==> config.mk <==
export PLATFORM = sky130hd
export DESIGN_NAME = osc_trim_cal
export DESIGN_NICKNAME = d
export VERILOG_FILES = /design/src/rtl/osc_trim_pkg.sv /design/src/rtl/otc_target.sv /design/src/rtl/otc_settle_timer.sv /design/src/rtl/otc_search.sv /design/src/rtl/osc_trim_cal.sv
export SDC_FILE = /design/constraint.sdc
export NUM_CORES = 1
export LEC_CHECK = 0
export ABC_AREA = 0
export BUFFER_PORTS_ARGS = -buffer_cell sky130_fd_sc_hd__clkbuf_2
export CAP_MARGIN = 0
export CORE_MARGIN = 1
export CORE_UTILIZATION = 34
export DETAILED_ROUTE_END_ITERATION = 12
export SYNTH_ARGS = -nofsm -noshare
export SYNTH_HDL_FRONTEND = slang
export SYNTH_SLANG_ARGS = --single-unit
==> constraint.sdc <==
create_clock -name clk -period 94.2 [get_ports clk]
set_input_delay 9.42 -clock clk [delete_from_list [all_inputs] [get_ports clk]]
set_output_delay 9.42 -clock clk [all_outputs]
set_load 0.005 [all_outputs]
==> src/rtl/osc_trim_pkg.sv <==
package osc_trim_pkg;

  typedef enum logic [1:0] {
    ST_IDLE,
    ST_SETTLE,
    ST_WAIT,
    ST_STEP
  } cal_state_e;

  typedef enum logic [2:0] {
    PH_PRE,
    PH_SEARCH,
    PH_FIN_LO,
    PH_FIN_HI,
    PH_VERIFY
  } cal_phase_e;

  // meter count = MHz * SCALE_NUM / SCALE_DEN
  localparam int unsigned SCALE_NUM  = 1024;
  localparam int unsigned SCALE_DEN  = 26;
  // tolerance window in per-mille of the expected count
  localparam int unsigned WIN_LO_PM  = 960;
  localparam int unsigned WIN_HI_PM  = 1040;
  localparam int unsigned PERMIL     = 1000;

endpackage

==> src/rtl/otc_target.sv <==
// Captures the expected count and window bounds at start; compares readings.
module otc_target
  import osc_trim_pkg::*;
#(
  parameter int MHZ_W = 8,
  parameter int CNT_W = 16
) (
  input  logic             clk,
  input  logic             rst,
  input  logic             load_i,
  input  logic [MHZ_W-1:0] mhz_i,
  input  logic [CNT_W-1:0] cnt_i,
  output logic             above_o,
  output logic             in_win_o,
  output logic [CNT_W-1:0] err_o
);

  localparam int WIN_W = CNT_W + 1;

  function automatic logic [CNT_W-1:0] f_expect(input logic [MHZ_W-1:0] m);
    return CNT_W'((32'(m) * 32'(SCALE_NUM)) / 32'(SCALE_DEN));
  endfunction

  function automatic logic [WIN_W-1:0] f_bound(input logic [CNT_W-1:0] t,
                                               input int unsigned pm);
    return WIN_W'((32'(t) * 32'(pm)) / 32'(PERMIL));
  endfunction

  logic [CNT_W-1:0] tgt_n, tgt_q;
  logic [WIN_W-1:0] wlo_q, whi_q;
  logic [WIN_W-1:0] cnt_x;

  assign tgt_n = f_expect(mhz_i);
  assign cnt_x = {1'b0, cnt_i};

  always_ff @(posedge clk) begin
    if (rst) begin
      tgt_q <= '0;
      wlo_q <= '0;
      whi_q <= '0;
    end else if (load_i) begin
      tgt_q <= tgt_n;
      wlo_q <= f_bound(tgt_n, WIN_LO_PM);
      whi_q <= f_bound(tgt_n, WIN_HI_PM);
    end
  end

  assign above_o  = cnt_i > tgt_q;
  assign in_win_o = (cnt_x > wlo_q) && (cnt_x < whi_q);
  assign err_o    = above_o ? (cnt_i - tgt_q) : (tgt_q - cnt_i);

endmodule

==> src/rtl/otc_settle_timer.sv <==
// Down-counter loaded on every trim change; expired once it reaches zero.
module otc_settle_timer #(
  parameter int SETTLE_CYC = 2500
) (
  input  logic clk,
  input  logic rst,
  input  logic load_i,
  output logic expired_o
);

  localparam int TW = $clog2(SETTLE_CYC + 1);

  logic [TW-1:0] cnt_q;

  always_ff @(posedge clk) begin
    if (rst) begin
      cnt_q <= '0;
    end else if (load_i) begin
      cnt_q <= TW'(SETTLE_CYC);
    end else if (cnt_q != '0) begin
      cnt_q <= cnt_q - TW'(1);
    end
  end

  assign expired_o = (cnt_q == '0);

endmodule

==> src/rtl/otc_search.sv <==
// Holds the search bounds and derives the next trial code.
module otc_search #(
  parameter int TRIM_W = 6
) (
  input  logic              clk,
  input  logic              rst,
  input  logic              init_i,
  input  logic              upd_i,
  input  logic              above_i,
  output logic [TRIM_W-1:0] lo_o,
  output logic [TRIM_W-1:0] hi_o,
  output logic [TRIM_W-1:0] mid_o,
  output logic              conv_o
);

  logic [TRIM_W-1:0] lo_q, hi_q;

  always_ff @(posedge clk) begin
    if (rst) begin
      lo_q <= '0;
      hi_q <= '1;
    end else if (init_i) begin
      lo_q <= '0;
      hi_q <= '1;
    end else if (upd_i) begin
      if (above_i) hi_q <= mid_o;
      else         lo_q <= mid_o;
    end
  end

  assign mid_o  = TRIM_W'(({1'b0, lo_q} + {1'b0, hi_q}) >> 1);
  assign conv_o = (mid_o == lo_q);
  assign lo_o   = lo_q;
  assign hi_o   = hi_q;

endmodule

==> src/rtl/osc_trim_cal.sv <==
module osc_trim_cal
  import osc_trim_pkg::*;
#(
  parameter int TRIM_W       = 6,
  parameter int CNT_W        = 16,
  parameter int MHZ_W        = 8,
  parameter int SETTLE_CYC   = 2500,
  parameter int DEFAULT_TRIM = 31
) (
  input  logic              clk,
  input  logic              rst,
  input  logic              start_i,
  input  logic [MHZ_W-1:0]  target_mhz_i,
  input  logic [CNT_W-1:0]  meas_cnt_i,
  input  logic              meas_done_i,
  output logic [TRIM_W-1:0] trim_o,
  output logic              meas_start_o,
  output logic              done_o,
  output logic              fail_o
);

  cal_state_e        state_q, state_d;
  cal_phase_e        phase_q, phase_d;
  logic [TRIM_W-1:0] trim_q, trim_d;
  logic [CNT_W-1:0]  errlo_q, errlo_d;
  logic              ms_q, ms_d;
  logic              done_q, done_d;
  logic              fail_q, fail_d;

  logic              tgt_load, tmr_load, tmr_exp;
  logic              s_init, s_upd;
  logic              above, in_win;
  logic [CNT_W-1:0]  abs_err;
  logic [TRIM_W-1:0] s_lo, s_hi, s_mid;
  logic              s_conv;

  otc_target #(.MHZ_W(MHZ_W), .CNT_W(CNT_W)) u_target (
    .clk      (clk),
    .rst      (rst),
    .load_i   (tgt_load),
    .mhz_i    (target_mhz_i),
    .cnt_i    (meas_cnt_i),
    .above_o  (above),
    .in_win_o (in_win),
    .err_o    (abs_err)
  );

  otc_settle_timer #(.SETTLE_CYC(SETTLE_CYC)) u_timer (
    .clk       (clk),
    .rst       (rst),
    .load_i    (tmr_load),
    .expired_o (tmr_exp)
  );

  otc_search #(.TRIM_W(TRIM_W)) u_search (
    .clk     (clk),
    .rst     (rst),
    .init_i  (s_init),
    .upd_i   (s_upd),
    .above_i (above),
    .lo_o    (s_lo),
    .hi_o    (s_hi),
    .mid_o   (s_mid),
    .conv_o  (s_conv)
  );

  always_comb begin
    state_d  = state_q;
    phase_d  = phase_q;
    trim_d   = trim_q;
    errlo_d  = errlo_q;
    ms_d     = 1'b0;
    done_d   = done_q;
    fail_d   = fail_q;
    tgt_load = 1'b0;
    tmr_load = 1'b0;
    s_init   = 1'b0;
    s_upd    = 1'b0;

    unique case (state_q)
      ST_IDLE: begin
        if (start_i) begin
          done_d   = 1'b0;
          fail_d   = 1'b0;
          tgt_load = 1'b1;
          tmr_load = 1'b1;
          phase_d  = PH_PRE;
          state_d  = ST_SETTLE;
        end
      end

      ST_SETTLE: begin
        if (tmr_exp) begin
          ms_d    = 1'b1;
          state_d = ST_WAIT;
        end
      end

      ST_WAIT: begin
        if (meas_done_i) begin
          unique case (phase_q)
            PH_PRE: begin
              if (in_win) begin
                done_d  = 1'b1;
                state_d = ST_IDLE;
              end else begin
                s_init  = 1'b1;
                state_d = ST_STEP;
              end
            end
            PH_SEARCH: begin
              s_upd   = 1'b1;
              state_d = ST_STEP;
            end
            PH_FIN_LO: begin
              errlo_d  = abs_err;
              trim_d   = s_hi;
              phase_d  = PH_FIN_HI;
              tmr_load = 1'b1;
              state_d  = ST_SETTLE;
            end
            PH_FIN_HI: begin
              trim_d   = (errlo_q < abs_err) ? s_lo : s_hi;
              phase_d  = PH_VERIFY;
              tmr_load = 1'b1;
              state_d  = ST_SETTLE;
            end
            default: begin
              done_d  = 1'b1;
              fail_d  = ~in_win;
              state_d = ST_IDLE;
            end
          endcase
        end
      end

      default: begin
        if (s_conv) begin
          trim_d  = s_lo;
          phase_d = PH_FIN_LO;
        end else begin
          trim_d  = s_mid;
          phase_d = PH_SEARCH;
        end
        tmr_load = 1'b1;
        state_d  = ST_SETTLE;
      end
    endcase
  end

  always_ff @(posedge clk) begin
    if (rst) begin
      state_q <= ST_IDLE;
      phase_q <= PH_PRE;
      trim_q  <= TRIM_W'(DEFAULT_TRIM);
      errlo_q <= '0;
      ms_q    <= 1'b0;
      done_q  <= 1'b0;
      fail_q  <= 1'b0;
    end else begin
      state_q <= state_d;
      phase_q <= phase_d;
      trim_q  <= trim_d;
      errlo_q <= errlo_d;
      ms_q    <= ms_d;
      done_q  <= done_d;
      fail_q  <= fail_d;
    end
  end

  assign trim_o       = trim_q;
  assign meas_start_o = ms_q;
  assign done_o       = done_q;
  assign fail_o       = fail_q;

endmodule

==> metrics.md <==
| Metric | Value |
|---|---|
| Slowest cell on crit path | `xnor2_1` |
| Skew-Pair Late Insertion Delay | `370 ps` |
| Synth Instances | `3,483` |
| Routed Antenna Nets | `0` |
| # diodes | `0` |
| Sequential area share after synthesis | `0.0822` |
| Crit end category | `register` |
| Synth top cells by count | `nor2_1 (339), nand2_1 (304), a21oi_1 (250)` |
| Synth Net Count | `3,700` |
| Max_slew headroom | `0.302` |
| Post-CTS resize count | `0` |
| Ranking of synthesized cells by area | `dfxtp_1 (8.2%), ha_1 (8.2%), xnor2_1 (5.5%), nor2_1 (5.2%), a21oi_1 (5.1%)` |
| Prevailing post-synth register cell | `dfxtp_1` |
| Port bufs | `36` |
| Total number of vias | `26,600` |
| Share of layout cells above drive strength 1 | `0.0712` |
| Tmin final | `50,040 ps` |
| CTS tree | `built` |
| CTS hold repair buffers | `0` |
| Gpl congestion | `0.983` |
| Total wire length | `78.7 mm` |
| Critical path's largest stage delay | `820 ps` |
| DIE WIDTH | `270 um` |
| FILL cells | `7,556` |
| Number of synthesized register bits | `100` |
| Vias/cell | `6.10` |
| Io pins | `37` |
| Total CTS buffers | `9` |
| Arrival @ worst endpoint | `50,290 ps` |
| Compound-Gate Fraction of Synth Area | `0.342` |
| P&R area growth vs syn | `4.86%` |
| Final Setup Violations | `0` |
| NumNets Final | `~3,600` |
| Worst path most repeated cell | `nor2_1` |
| Worst setup SP type | `primary input` |
| Drt drc | `0` |
| Htree depth | `3` |
| Worst slew pin tran | `1040 ps` |
| Synthesized-area fraction occupied by adder cells | `0.107` |
| Initial Utilization | `0.346` |
| Critical Path RT | `94,450 ps` |
| Status | `finished, final reports clean` |
| Most common cell in the netlist | `nor2_1` |
| Xor/xnor share of the synthesized area | `0.0778` |
| Synthesized area | `0.0244 mm2` |
| DR pass1 iterations | `7` |
| Setup TNS Final | `0 ps` |
| Number of flops mapped to enable cells by yosys | `0` |
| Final cycle utilization of the critical path | `0.531` |
| Unrepaired setup endpoints after global routing | `false` |
| Slew Limit Fails | `0` |
| Clock Sinks | `100` |
| Synth Area in Simple Gates | `0.293` |
| Top cell type's share of synthesized area | `0.0822` |
| Mux contribution to synthesized area | `0.0414` |
| Main combinational cell family by area after synthesis | `compound AO/OA/AOI/OAI gates` |
| Warnings, synthesis | `0` |
| Largest net degree at the start of global routing | `slightly below 70` |
| Clk_skew | `20.8 ps` |
| Overall die height | `around 270 um` |
| Worst-path maximum fanout | `42` |
| Final HPWL DP | `around 62 mm` |
| Synth unique cells | `133` |
| Die area | `approximately 0.073 mm2` |
| Total grt overflow | `0` |
| Final-report hold violation count | `0` |
| Post-CTS setup buffer count | `0` |
| Starting DRT DRC Count | `2,717` |
| Antenna violations before repair | `0` |
| Avg Cell Area, Syn | `7.00 um2` |
| Clk buf depth | `2` |
| Root Buffer | `clkbuf_16` |
| Average routed wire per standard cell | `18.1 um` |
| Rows | `97` |
| WS Path Type | `in -> reg` |
| Reg clk slew, reported paths | `80 ps` |
| Max Clock Freq | `20.0 MHz` |
| HP Class | `reg -> reg` |
| Total core area | `0.0705 mm2` |
| Max_cap viols | `0` |
| Number of global-route vias before repair | `23,800` |
| First-pass GRT wire length | `128 mm` |
| Post-synth ARST share | `0` |
| Dominant cell type by area after synthesis | `dfxtp_1` |
| Gr usage total | `0.207` |
## metrics by stage
stage	instances	area (um2)	hold WS [ps]	setup slack (ps)	util
floorplan	3483	24400	428	52020	-
global placement	4338	25200	443	45450	0.358
detailed placement	4338	25200	453	44300	0.358
CTS	4354	25500	464	44640	0.362
global route	4354	25500	477	40680	0.362
finish	4354	25500	461	44160	0.362
## cells in the final DEF (no fill, tap or decap), types with 24 or more instances in the layout
| master | instances |
|---|---|
| a211oi_1 | 99 |
| a21o_1 | 59 |
| a21oi_1 | 250 |
| a31oi_1 | 52 |
| and2_1 | 57 |
| and3_1 | 47 |
| buf_4 | 24 |
| clkbuf_2 | 36 |
| dfxtp_1 | 100 |
| fa_1 | 29 |
| ha_1 | 160 |
| inv_1 | 179 |
| mux2i_1 | 71 |
| nand2_1 | 304 |
| nand2b_1 | 56 |
| nand3_1 | 104 |
| nand4_1 | 56 |
| nor2_1 | 339 |
| nor2b_1 | 42 |
| nor3_1 | 118 |
| nor4_1 | 36 |
| o2111ai_1 | 25 |
| o211ai_1 | 49 |
| o21a_1 | 33 |
| o21ai_0 | 173 |
| o31ai_1 | 36 |
| or2_2 | 34 |
| or3_1 | 40 |
| xnor2_1 | 152 |
| xor2_1 | 57 |
## state kept, by name, summed over array words and instances, names as in the netlist, 2 cells and up
name,count
state_q,2
u_search.hi_o,6
u_target.tgt_q,14
u_target.whi_q,16
trim_o,6
errlo_q,16
phase_q,3
u_search.lo_o,6
u_target.wlo_q,16
u_timer.cnt_q,12
## worst paths after layout
kind                                         from                end  slack, ps  cells after the start
worst min register to register  u_target.whi_q[4]  u_target.whi_q[4]        460                      2
worst min-delay path            u_target.whi_q[4]  u_target.whi_q[4]        460                      2
worst max register to register  u_target.tgt_q[0]          trim_o[5]      86580                     41
worst max-delay path              target_mhz_i[5]  u_target.whi_q[0]      44160                    136
## metal layers
| metal | global-route usage | part of all wire | up-vias |
|---|---|---|---|
| li1 | - | - | 13000 |
| met1 | 0.305 | 0.49 | 12500 |
| met2 | 0.324 | 0.43 | 948 |
| met3 | 0.0155 | 0.059 | 104 |
| met4 | 0.0456 | 0.020 | 0 |
| met5 | 0 | 0 | - |
## critical path: cells and delay by family
family | cells | cell delay (ps)
simple gates | 55 | 17000
compound gates | 48 | 14190
buf+inv | 14 | 3660
fa+ha+maj | 10 | 2950
xor+xnor | 5 | 1990
mux | 4 | 1000
## logic make-up (layout without fill, tap and decap cells)
kind of cell / after synthesis / count (layout)
and+or+nand+nor: 1381 / 1381
xor gates and xnor gates: 213 / 213
muxes: 95 / 95
DFF: 100 / 100
adders and majority gates: 192 / 192
buffers and inverters: 333 / 264
AOI/OAI and AO/OA: 1169 / 1169
## cell type report
class | count | area [um2] | area share
Multi-Input combinational cell | 3050 | 21000 | 0.822
Sequential cell | 100 | 2000 | 0.0784
Clock buffer | 9 | 225 | 0.00881
Timing Repair Buffer | 60 | 360 | 0.0141
Clock inverter | 7 | 86.3 | 0.00338
Tap cell | 940 | 1180 | 0.0460
Inverter | 188 | 708 | 0.0277
Power is left out: the tool's default activity adds up to more than one toggle a clock period on the data nets, which glitch-free logic cannot reach.
